File: config.mk
export PLATFORM = sky130hd
export DESIGN_NAME = psls_unit
export DESIGN_NICKNAME = d
export VERILOG_FILES = /design/src/rtl/psls_pkg.sv /design/src/rtl/psls_page_reg.sv /design/src/rtl/psls_addr_gen.sv /design/src/rtl/psls_regbank.sv /design/src/rtl/psls_unit.sv
export SDC_FILE = /design/constraint.sdc
export NUM_CORES = 1
export LEC_CHECK = 0
export ABC_CLOCK_PERIOD_IN_PS = 3000
export BUFFER_PORTS_ARGS = -buffer_cell sky130_fd_sc_hd__buf_2
export CAP_MARGIN = 20
export CORE_MARGIN = 3
export CORE_UTILIZATION = 45
export CTS_CLUSTER_SIZE = 24
export DETAILED_ROUTE_END_ITERATION = 6
export PLACE_DENSITY = 0.64
export SLEW_MARGIN = 5
export SYNTH_ARGS = -nofsm -noshare
export SYNTH_HDL_FRONTEND = slang
export SYNTH_SLANG_ARGS = --single-unit
File: constraint.sdc
create_clock -name clk -period 3 [get_ports clk]
set_input_delay 0.6 -clock clk [delete_from_list [all_inputs] [get_ports clk]]
set_output_delay 0.6 -clock clk [all_outputs]
set_load 0.05 [all_outputs]
File: src/rtl/psls_pkg.sv
// Shared widths, encodings and constants for the paged short-address
// load/store unit. Assumes a 16-bit data path with 16-bit addresses.
package psls_pkg;
    localparam int DATA_W    = 16;
    localparam int OFF_W     = 8;
    localparam int PAGE_W    = DATA_W - OFF_W;
    localparam int SEL_W     = 3;
    localparam int NREG      = 1 << SEL_W;
    localparam int RF_IDX_W  = 5;
    localparam logic [RF_IDX_W-1:0] RF_BASE    = 5'h18;
    localparam logic [PAGE_W-1:0]   PAGE_RESET = 8'hFF;
    localparam logic [PAGE_W-1:0]   FIXED_PAGE = 8'hFF;

    typedef enum logic [1:0] {
        OP_NONE  = 2'b00,
        OP_LOAD  = 2'b01,
        OP_STORE = 2'b10,
        OP_STIMM = 2'b11
    } op_e;
endpackage

File: src/rtl/psls_page_reg.sv
// Page register: keeps the low PAGE_W bits of each write and reads back
// zero-extended. Assumes PAGE_W < DATA_W. Synchronous active-low reset.
module psls_page_reg #(
    parameter int DATA_W = 16,
    parameter int PAGE_W = 8,
    parameter logic [PAGE_W-1:0] RESET_VAL = '1
) (
    input  logic              clk,
    input  logic              rst_n,
    input  logic              wr_en,
    input  logic [DATA_W-1:0] wr_data,
    output logic [PAGE_W-1:0] page_q,
    output logic [DATA_W-1:0] rd_data
);
    logic unused_hi;

    // The upper write bits are deliberately dropped.
    assign unused_hi = ^wr_data[DATA_W-1:PAGE_W];

    // Hold the page, loading the low bits on a write.
    always_ff @(posedge clk) begin
        if (!rst_n)
            page_q <= RESET_VAL;
        else if (wr_en)
            page_q <= wr_data[PAGE_W-1:0];
    end

    // Zero-extend for the read port.
    assign rd_data = {{(DATA_W-PAGE_W){1'b0}}, page_q};
endmodule

File: src/rtl/psls_addr_gen.sv
// Address former: joins a high byte with the instruction offset. The
// immediate store uses a fixed page; other ops use the page register.
// No sign extension is applied to the offset.
module psls_addr_gen
    import psls_pkg::*;
#(
    parameter int PW = PAGE_W,
    parameter int OW = OFF_W,
    parameter logic [PW-1:0] FIXED = '1
) (
    input  op_e             op,
    input  logic [PW-1:0]   page,
    input  logic [OW-1:0]   off,
    output logic [PW+OW-1:0] addr
);
    logic [PW-1:0] hi;

    // Choose the high byte by instruction form.
    always_comb begin
        if (op == OP_STIMM)
            hi = FIXED;
        else
            hi = page;
    end

    // Plain concatenation: offset bits never reach the high byte.
    assign addr = {hi, off};
endmodule

File: src/rtl/psls_regbank.sv
// Bank of NREG registers with one write port and one combinational read
// port. Write and read in the same cycle return the old value.
module psls_regbank #(
    parameter int NREG   = 8,
    parameter int DATA_W = 16,
    localparam int SW    = $clog2(NREG)
) (
    input  logic              clk,
    input  logic              rst_n,
    input  logic              wr_en,
    input  logic [SW-1:0]     wr_sel,
    input  logic [DATA_W-1:0] wr_data,
    input  logic [SW-1:0]     rd_sel,
    output logic [DATA_W-1:0] rd_data
);
    logic [DATA_W-1:0] regs [NREG];

    for (genvar g = 0; g < NREG; g++) begin : g_reg
        // Each register loads when selected for writeback.
        always_ff @(posedge clk) begin
            if (!rst_n)
                regs[g] <= '0;
            else if (wr_en && wr_sel == SW'(g))
                regs[g] <= wr_data;
        end
    end

    // Read mux.
    assign rd_data = regs[rd_sel];
endmodule

File: src/rtl/psls_unit.sv
// Top of the paged short-address load/store unit. Decodes the three
// short instruction forms, drives memory strobes in the issue cycle, and
// completes loads one cycle later when memory data returns. Assumes the
// memory delivers read data exactly one cycle after mem_rd.
module psls_unit
    import psls_pkg::*;
(
    input  logic                clk,
    input  logic                rst_n,
    input  logic                instr_valid,
    input  logic [1:0]          instr_op,
    input  logic [OFF_W-1:0]    instr_off,
    input  logic [SEL_W-1:0]    instr_reg,
    input  logic [DATA_W-1:0]   instr_imm,
    input  logic                cfg_wr_en,
    input  logic [DATA_W-1:0]   cfg_wr_data,
    output logic [DATA_W-1:0]   cfg_rd_data,
    output logic                mem_rd,
    output logic                mem_wr,
    output logic [DATA_W-1:0]   mem_addr,
    output logic [DATA_W-1:0]   mem_wdata,
    input  logic [DATA_W-1:0]   mem_rdata,
    output logic [1:0]          pc_step,
    output logic                rf_we,
    output logic [RF_IDX_W-1:0] rf_idx,
    output logic [DATA_W-1:0]   rf_wdata
);
    op_e               op;
    logic              is_ld, is_st, is_si;
    logic [PAGE_W-1:0] page;
    logic              pend;
    logic [SEL_W-1:0]  pend_sel;
    logic [DATA_W-1:0] bank_rd;
    logic [DATA_W-1:0] st_data;

    // Decode the valid instruction form.
    always_comb begin
        op    = instr_valid ? op_e'(instr_op) : OP_NONE;
        is_ld = (op == OP_LOAD);
        is_st = (op == OP_STORE);
        is_si = (op == OP_STIMM);
    end

    psls_page_reg #(
        .DATA_W   (DATA_W),
        .PAGE_W   (PAGE_W),
        .RESET_VAL(PAGE_RESET)
    ) u_page (
        .clk    (clk),
        .rst_n  (rst_n),
        .wr_en  (cfg_wr_en),
        .wr_data(cfg_wr_data),
        .page_q (page),
        .rd_data(cfg_rd_data)
    );

    psls_addr_gen #(
        .PW   (PAGE_W),
        .OW   (OFF_W),
        .FIXED(FIXED_PAGE)
    ) u_addr (
        .op  (op),
        .page(page),
        .off (instr_off),
        .addr(mem_addr)
    );

    psls_regbank #(
        .NREG  (NREG),
        .DATA_W(DATA_W)
    ) u_bank (
        .clk    (clk),
        .rst_n  (rst_n),
        .wr_en  (pend),
        .wr_sel (pend_sel),
        .wr_data(mem_rdata),
        .rd_sel (instr_reg),
        .rd_data(bank_rd)
    );

    // Track a load whose data returns next cycle.
    always_ff @(posedge clk) begin
        if (!rst_n) begin
            pend     <= 1'b0;
            pend_sel <= '0;
        end else begin
            pend     <= is_ld;
            pend_sel <= instr_reg;
        end
    end

    // Store source, forwarding a returning load to the same register.
    always_comb begin
        if (pend && pend_sel == instr_reg)
            st_data = mem_rdata;
        else
            st_data = bank_rd;
    end

    // Memory strobes and write data.
    always_comb begin
        mem_rd = is_ld;
        mem_wr = is_st || is_si;
        if (is_si)
            mem_wdata = instr_imm;
        else if (is_st)
            mem_wdata = st_data;
        else
            mem_wdata = '0;
    end

    // Program counter increment per form.
    always_comb begin
        if (is_si)
            pc_step = 2'd2;
        else if (is_ld || is_st)
            pc_step = 2'd1;
        else
            pc_step = 2'd0;
    end

    // Writeback port.
    always_comb begin
        rf_we    = pend;
        rf_idx   = pend ? RF_BASE + {{(RF_IDX_W-SEL_W){1'b0}}, pend_sel} : '0;
        rf_wdata = pend ? mem_rdata : '0;
    end
endmodule

==> out/qor.yml, run 1 <==
synthToLayoutAreaGrowth_pct: 19.44
first_pass_iters: 5
holdCritStartpoint: "cfg_wr_data[7]"
clockBufferDepth: 2
max_slew.worst_pin.slew_ps: 867.4
n_antenna_cell: 0
layout-drive-gt1-share_pct: 34.57
setup_viol: 0
period_needed_ps: 2936
final_cells: 829
maxSlewHeadroom_pct: 41.79
cts_tree: "done"
dp_hpwl_microns: 12590
io_pins: 139
gp_congestion: 0.7742
htreeDepth: 4
rsz0062_at_grt: "no"
fillerInstances: 1191
cts.clk_slew.worst_paths_ps: 60
path_class: "flip-flop to output pin"
post_cts_buffers: 0
overflow: 0
hold_class: "primary input to flip-flop"
timing.final.crit_share_pct: 97.87
worstPathRequired_ps: 2400
die_w_microns: 130.3
rows: 44
clk_latency_ps: 420
fin_area_sq_um: 8309
powerDensity_nw_per_um2: 591.5
post-place-ws_ps: 38.87
setup_ws_ps: 63.93
antenna_found_initial: 1
hold_viol_final: 0
grt_pass1_wl_microns: 27540
synthTopCellsByArea: "edfxtp_1, and2_1, mux4_2"
synth.top_cell.area_share_pct: 55.25
p_total_mw: 4.915
status: "completed"
hold_slack_ps: 401.0
crit_path_start: "pend_sel[2]"
finish.utilization_pct: 56.11
ys_seq_area_share_pct: 58.71
portBuffers: 106
finalMaxSlewViolations: 0
grt_pass1_vias: 4662
final_antenna_net_count: 0
dieArea_sq_um: 16990
drcViolationCount: 0
cp_max_fo: 5
start_util_pct: 46.98
placed_cell_area_sq_um: 7716
clock_sinks: 140
root_buffer: "clkbuf_16"
setup-tns-final_ps: 0
cts_buffers: 17
synth_area_per_cell_sq_um: 13.46
core_sq_um: 14810
reg2reg_from: "rf_we"
crit_path_end_kind: "output pin"
synth-seq-cells: 140
skew_ps: 5.709
max_cap_viol_count: 0
grt_usage_pct: 22.49
nets: 700
synth_cells: 517
vias_per_cell: 5.521
max_clock_freq_mhz: 340.6
synth_warnings: 0
wl_microns: 18300
worst_ep_arrival_time_ps: 2340
ys_types: 39
dieHeight_microns: 130.3
p_leak_nw: 3.289
drt_iter0_drc: 452
post-place-cells: 797
critPathLaunchType: "flip-flop"
wl_per_cell_microns: 22.07
dr_total_vias: 4577
ir_worst_vdd_v: 0.0003416
synth_area_sq_um: 6957
yosysTopAreaCell: "edfxtp_1"
grt_max_degree: 27
[what timing repair did]
item | 4_1_cts | 5_1_grt
gates resized for setup | 0 | 3
setup endpoints to repair | 0 | 7
hold buffers | 0 | 0
[where the power goes]
| group | total (mW) | switching, mW | leakage [nW] | internal [mW] |
|---|---|---|---|---|
| logic | 0.577 | 0.393 | 1.69 | 0.184 |
| clock network | 2.07 | 0.780 | 0.282 | 1.30 |
| registers | 2.26 | 0.0325 | 1.32 | 2.23 |
| total | 4.92 | 1.20 | 3.29 | 3.71 |
[layout by cell type (no fill, tap or decap), types with 12 or more instances in the layout]
cell type  netlist  final
a22oi_1         15     15
clkbuf_16        0     17
mux4_2          20     20
buf_2            9    105
nand2_1         12     12
buf_4           20     35
edfxtp_1       128    128
mux2i_1         24     24
dfxtp_1         12     12
and2_1         152    152
[path summary, 6_finish.rpt]
kind	to	slack, ps	depth (start not counted)
max	mem_wdata[14]	60	5
min	u_page.page_q[7]	400	3
max reg2reg	u_bank.regs[2][2]	780	4
min reg2reg	u_page.page_q[5]	490	2
[cell usage after synthesis]
cell type    n
inv_1        4
a22oi_1     15
a22o_1       6
buf_6        3
edfxtp_1   128
clkbuf_1    18
nand2_1     12
and2_1     152
buf_1        2
dfxtp_1     12
buf_2        9
nor2_1       6
mux2_2       6
o31ai_1      2
conb_1       1
buf_4       20
nor4_4       1
or4b_4       1
o21ai_2      9
a21oi_1      6
xor2_1       2
or2_2        8
nand2b_1     3
a221o_1      6
buf_12       1
nand3b_4     1
o211ai_1     6
o21ai_0     12
o21bai_2     1
and3b_1      1
nor3_1       3
mux4_2      20
mux2i_1     24
nand3_1      7
xor2_2       1
ha_1         3
o21ai_1      1
nand3b_1     3
nor2b_1      1
[flip-flops by register name, summed over array words and instances, names as in the netlist]
register,count
u_bank.regs,128
pend_sel,3
rf_we,1
u_page.page_q,8
[worst max-delay path, cell delays in order (launching register included)]
cell	delay (ps)
dfxtp_1	450
xor2_2	140
or4b_4	570
o21ai_0	300
o21bai_2	190
clkbuf_4	260
[kinds of logic after synthesis]
logic type,Yosys count,synth area share (%)
simple gates,199,17.68
mux,50,10.90
compound gates,64,6.763
buf+inv,57,4.874
other cells,1,0.05391
xor+xnor,3,0.4857
fa+ha+maj,3,0.5396
flops,140,58.71
[routing by layer]
metal / vias up / wire length (microns) / global-route usage, %
li1: 2092 / - / -
met1: 2297 / 7758 / 30.12
met2: 147 / 9014 / 36.87
met3: 41 / 1053 / 3.766
met4: 0 / 471 / 8.893
met5: - / 0 / 0
[cell type report]
class	count	area [sq um]	share of cell area (%)
sequential	140	4084	49.15
multi-input combinational	327	2581	31.06
timing repair buffer	142	815.8	9.818
clock buffer	19	432.9	5.210
tap	184	230.2	2.771
clock inverter	13	150.1	1.807
inverter	4	15.01	0.1807
Power figures use the tool's default switching activity.
==> run 2, diff against run 1 <==
--- a/config.mk
+++ b/config.mk
@@ -10,9 +10,12 @@
 export CAP_MARGIN = 20
 export CORE_MARGIN = 3
 export CORE_UTILIZATION = 45
+export CTS_BUF_LIST = sky130_fd_sc_hd__clkbuf_4 sky130_fd_sc_hd__clkbuf_8 sky130_fd_sc_hd__clkbuf_16
 export CTS_CLUSTER_SIZE = 24
 export DETAILED_ROUTE_END_ITERATION = 6
 export PLACE_DENSITY = 0.64
+export REMOVE_ABC_BUFFERS = 1
+export SKIP_CTS_REPAIR_TIMING = 1
 export SLEW_MARGIN = 5
 export SYNTH_ARGS = -nofsm -noshare
 export SYNTH_HDL_FRONTEND = slang
==> run 2 against run 1 <==
- setup slack gained 42 ps
- sequential share of layout area shrank 0.61 points
- global-route usage shrank 1.7 points
- critical path depth grew 4
- worst hold slack gained 4.7 ps
- largest cell class unchanged
- largest power group unchanged
==> out/qor.yml, run 2 (synthesis results as in run 1) <==
wl_per_cell_microns: 20.42  # was 22.07 microns
period_needed_ps: 2894  # was 2936 ps
finalMaxSlewViolations: 0  # unchanged
cp_max_fo: 10  # was 5
swShare_pct: 23.81  # was 24.51%
final_cell_mix: "and2_1, edfxtp_1, buf_2"  # unchanged
max_cap_viol_count: 0  # unchanged
cp_num_buf_inv: 3  # was 1
dieArea_sq_um: 16990  # unchanged
drcViolationCount: 0  # unchanged
rsz0062_at_grt: "no"  # unchanged
ir_worst_vdd_v: 0.0003969  # was 0.0003416 V
combPwrFrac_pct: 11.6  # was 11.7%
max_clock_freq_mhz: 345.6  # was 340.6 MHz
portBuffers: 106  # unchanged
path_cells: "buf_2, and2_1, ha_1, nand3b_1, nor4_4, buf_4, a22oi_1, o21ai_2, buf_2"  # was xor2_2, or4b_4, o21ai_0, o21bai_2, clkbuf_4
start_util_pct: 46.98  # unchanged
root_buffer: "clkbuf_16"  # unchanged
setup_ws_ps: 106.4  # was 63.93 ps
first_pass_iters: 6  # was 5
n_antenna_cell: 0  # unchanged
crit_family: "buffers and inverters"  # was simple AND/OR/NAND/NOR gates
grt_max_degree: 23  # was 27
setup-tns-final_ps: 0  # unchanged
cts_buffers: 17  # unchanged
grt_pass1_wl_microns: 25860  # was 27540 microns
final_antenna_net_count: 0  # unchanged
slowest_stage: "buf_4"  # was or4b_4
post-place-cells: 811  # was 797
gp_congestion: 0.7763  # was 0.7742
top_register: "u_bank.regs"  # unchanged
layout-drive-gt1-share_pct: 35.66  # was 34.57%
p_leak_nw: 3.366  # was 3.289 nW
maxSlewHeadroom_pct: 58.96  # was 41.79%
io_pins: 139  # unchanged
routed.top_layer: "met4"  # unchanged
max_slew.worst_pin.slew_ps: 613.3  # was 867.4 ps
final_cells: 843  # was 829
grt_usage_pct: 20.76  # was 22.49%
worst_ep_arrival_time_ps: 2290  # was 2340 ps
worstPathRequired_ps: 2400  # about the same
crit_path_end_kind: "output pin"  # unchanged
wl_met1_microns: 7561  # was 7758 microns
top_regs: "u_bank.regs: 128 flops, u_page.page_q: 8 flops, pend_sel: 3 flops"  # unchanged
cts_tree: "done"  # unchanged
path_common_cell: "buf_2"
critPathLaunchType: "primary input"  # was flip-flop
synthToLayoutAreaGrowth_pct: 20.94  # was 19.44%
htreeDepth: 4  # unchanged
setup_viol: 0  # unchanged
die_w_microns: 130.3  # unchanged
powerDensity_nw_per_um2: 581.2  # was 591.5 nW/um^2
antenna_found_initial: 1  # unchanged
dieHeight_microns: 130.3  # unchanged
intPower_mw: 3.725  # was 3.710 mW
clk_latency_ps: 410  # was 420 ps
wl_met3_microns: 1147  # was 1053 microns
path_class: "primary input to output pin"  # was flip-flop to output pin
seqPwrFrac_pct: 46.3  # was 46.1%
clockBufferDepth: 2  # unchanged
timing.final.crit_share_pct: 96.45  # was 97.87%
final_common_cell: "and2_1"  # unchanged
rows: 44  # unchanged
skew_ps: 8.251  # was 5.709 ps
hold_viol_final: 0  # unchanged
dr_total_vias: 4621  # was 4577
clock_power_share_pct: 42.0  # was 42.2%
post-place-ws_ps: 87.36  # was 38.87 ps
finish.utilization_pct: 56.81  # was 56.11%
met2_length_microns: 8314  # was 9014 microns
cts.clk_slew.worst_paths_ps: 60  # about the same
status: "completed"  # unchanged
dp_hpwl_microns: 12000  # was 12590 microns
largest_reg_flops: 128  # unchanged
hold_class: "primary input to flip-flop"  # unchanged
core_sq_um: 14810  # unchanged
nets: 714  # was 700
wl_microns: 17220  # was 18300 microns
overflow: 0  # unchanged
hold_slack_ps: 405.7  # was 401.0 ps
p_switching_mw: 1.164  # was 1.205 mW
vias_per_cell: 5.482  # was 5.521
clock_sinks: 140  # unchanged
drt_iter0_drc: 453  # was 452
slowest_delay_ps: 270  # was 570 ps
grt_pass1_vias: 4629  # was 4662
-- run 2: changes by cell type in the layout (fill, tap and decap cells not counted), moves of 2 or more --
| cell | before | now |
|---|---|---|
| clkinvlp_4 | 2 | 0 |
| buf_4 | 35 | 49 |
| clkbuf_4 | 1 | 5 |
| o21ai_1 | 11 | 7 |
| o21ai_0 | 1 | 6 |
| clkbuf_1 | 2 | 0 |
| buf_2 | 105 | 102 |
-- run 2: worst reg2reg max path: stages, from the launching register on --
cell,delay [ps]
dfxtp_1,520
buf_4,350
nand2_1,220
o21ai_1,500
buf_4,310
-- run 2: stage by stage --
step | power (mW) | cell area (sq um)
after detailed placement | 2.874 | 7818
after global placement | 2.861 | 7818
final | 4.889 | 8413
after floorplan | 2.639 | 6659
after CTS | 4.917 | 8403
after global routing | 5.052 | 8413
-- run 2: area by class of cell --
type,instances,area [sq um]
well taps,184,230.2
clock buffers,18,432.9
multi-input cells,327,2570
fillers,1211,6396
flip-flops and latches,140,4084
repair buffers,156,928.4
clock inverters,14,152.6
inverters,4,15.01
-- run 2: worst paths after layout --
check | startpoint | slack (ps) | to | depth (start not counted)
min | cfg_wr_data[6] | 410 | u_page.page_q[6] | 3
max | instr_valid | 110 | mem_wdata[13] | 9
min reg2reg | u_page.page_q[6] | 490 | u_page.page_q[6] | 2
max reg2reg | rf_we | 790 | u_bank.regs[7][9] | 4
-- run 2: power groups by stage --
stage / combinational (mW) / clock [mW] / sequential, mW
after floorplan: 0.314 / 0 / 2.33
after global placement: 0.563 / 0 / 2.30
after detailed placement: 0.569 / 0 / 2.30
after CTS: 0.571 / 2.08 / 2.26
after global routing: 0.606 / 2.17 / 2.27
final: 0.569 / 2.06 / 2.26
-- run 2: routing by layer --
metal,vias to the layer above,global-route usage [%]
met5,-,0
met1,2292,28.87
li1,2119,-
met3,18,4.585
met2,192,34.01
met4,0,4.235
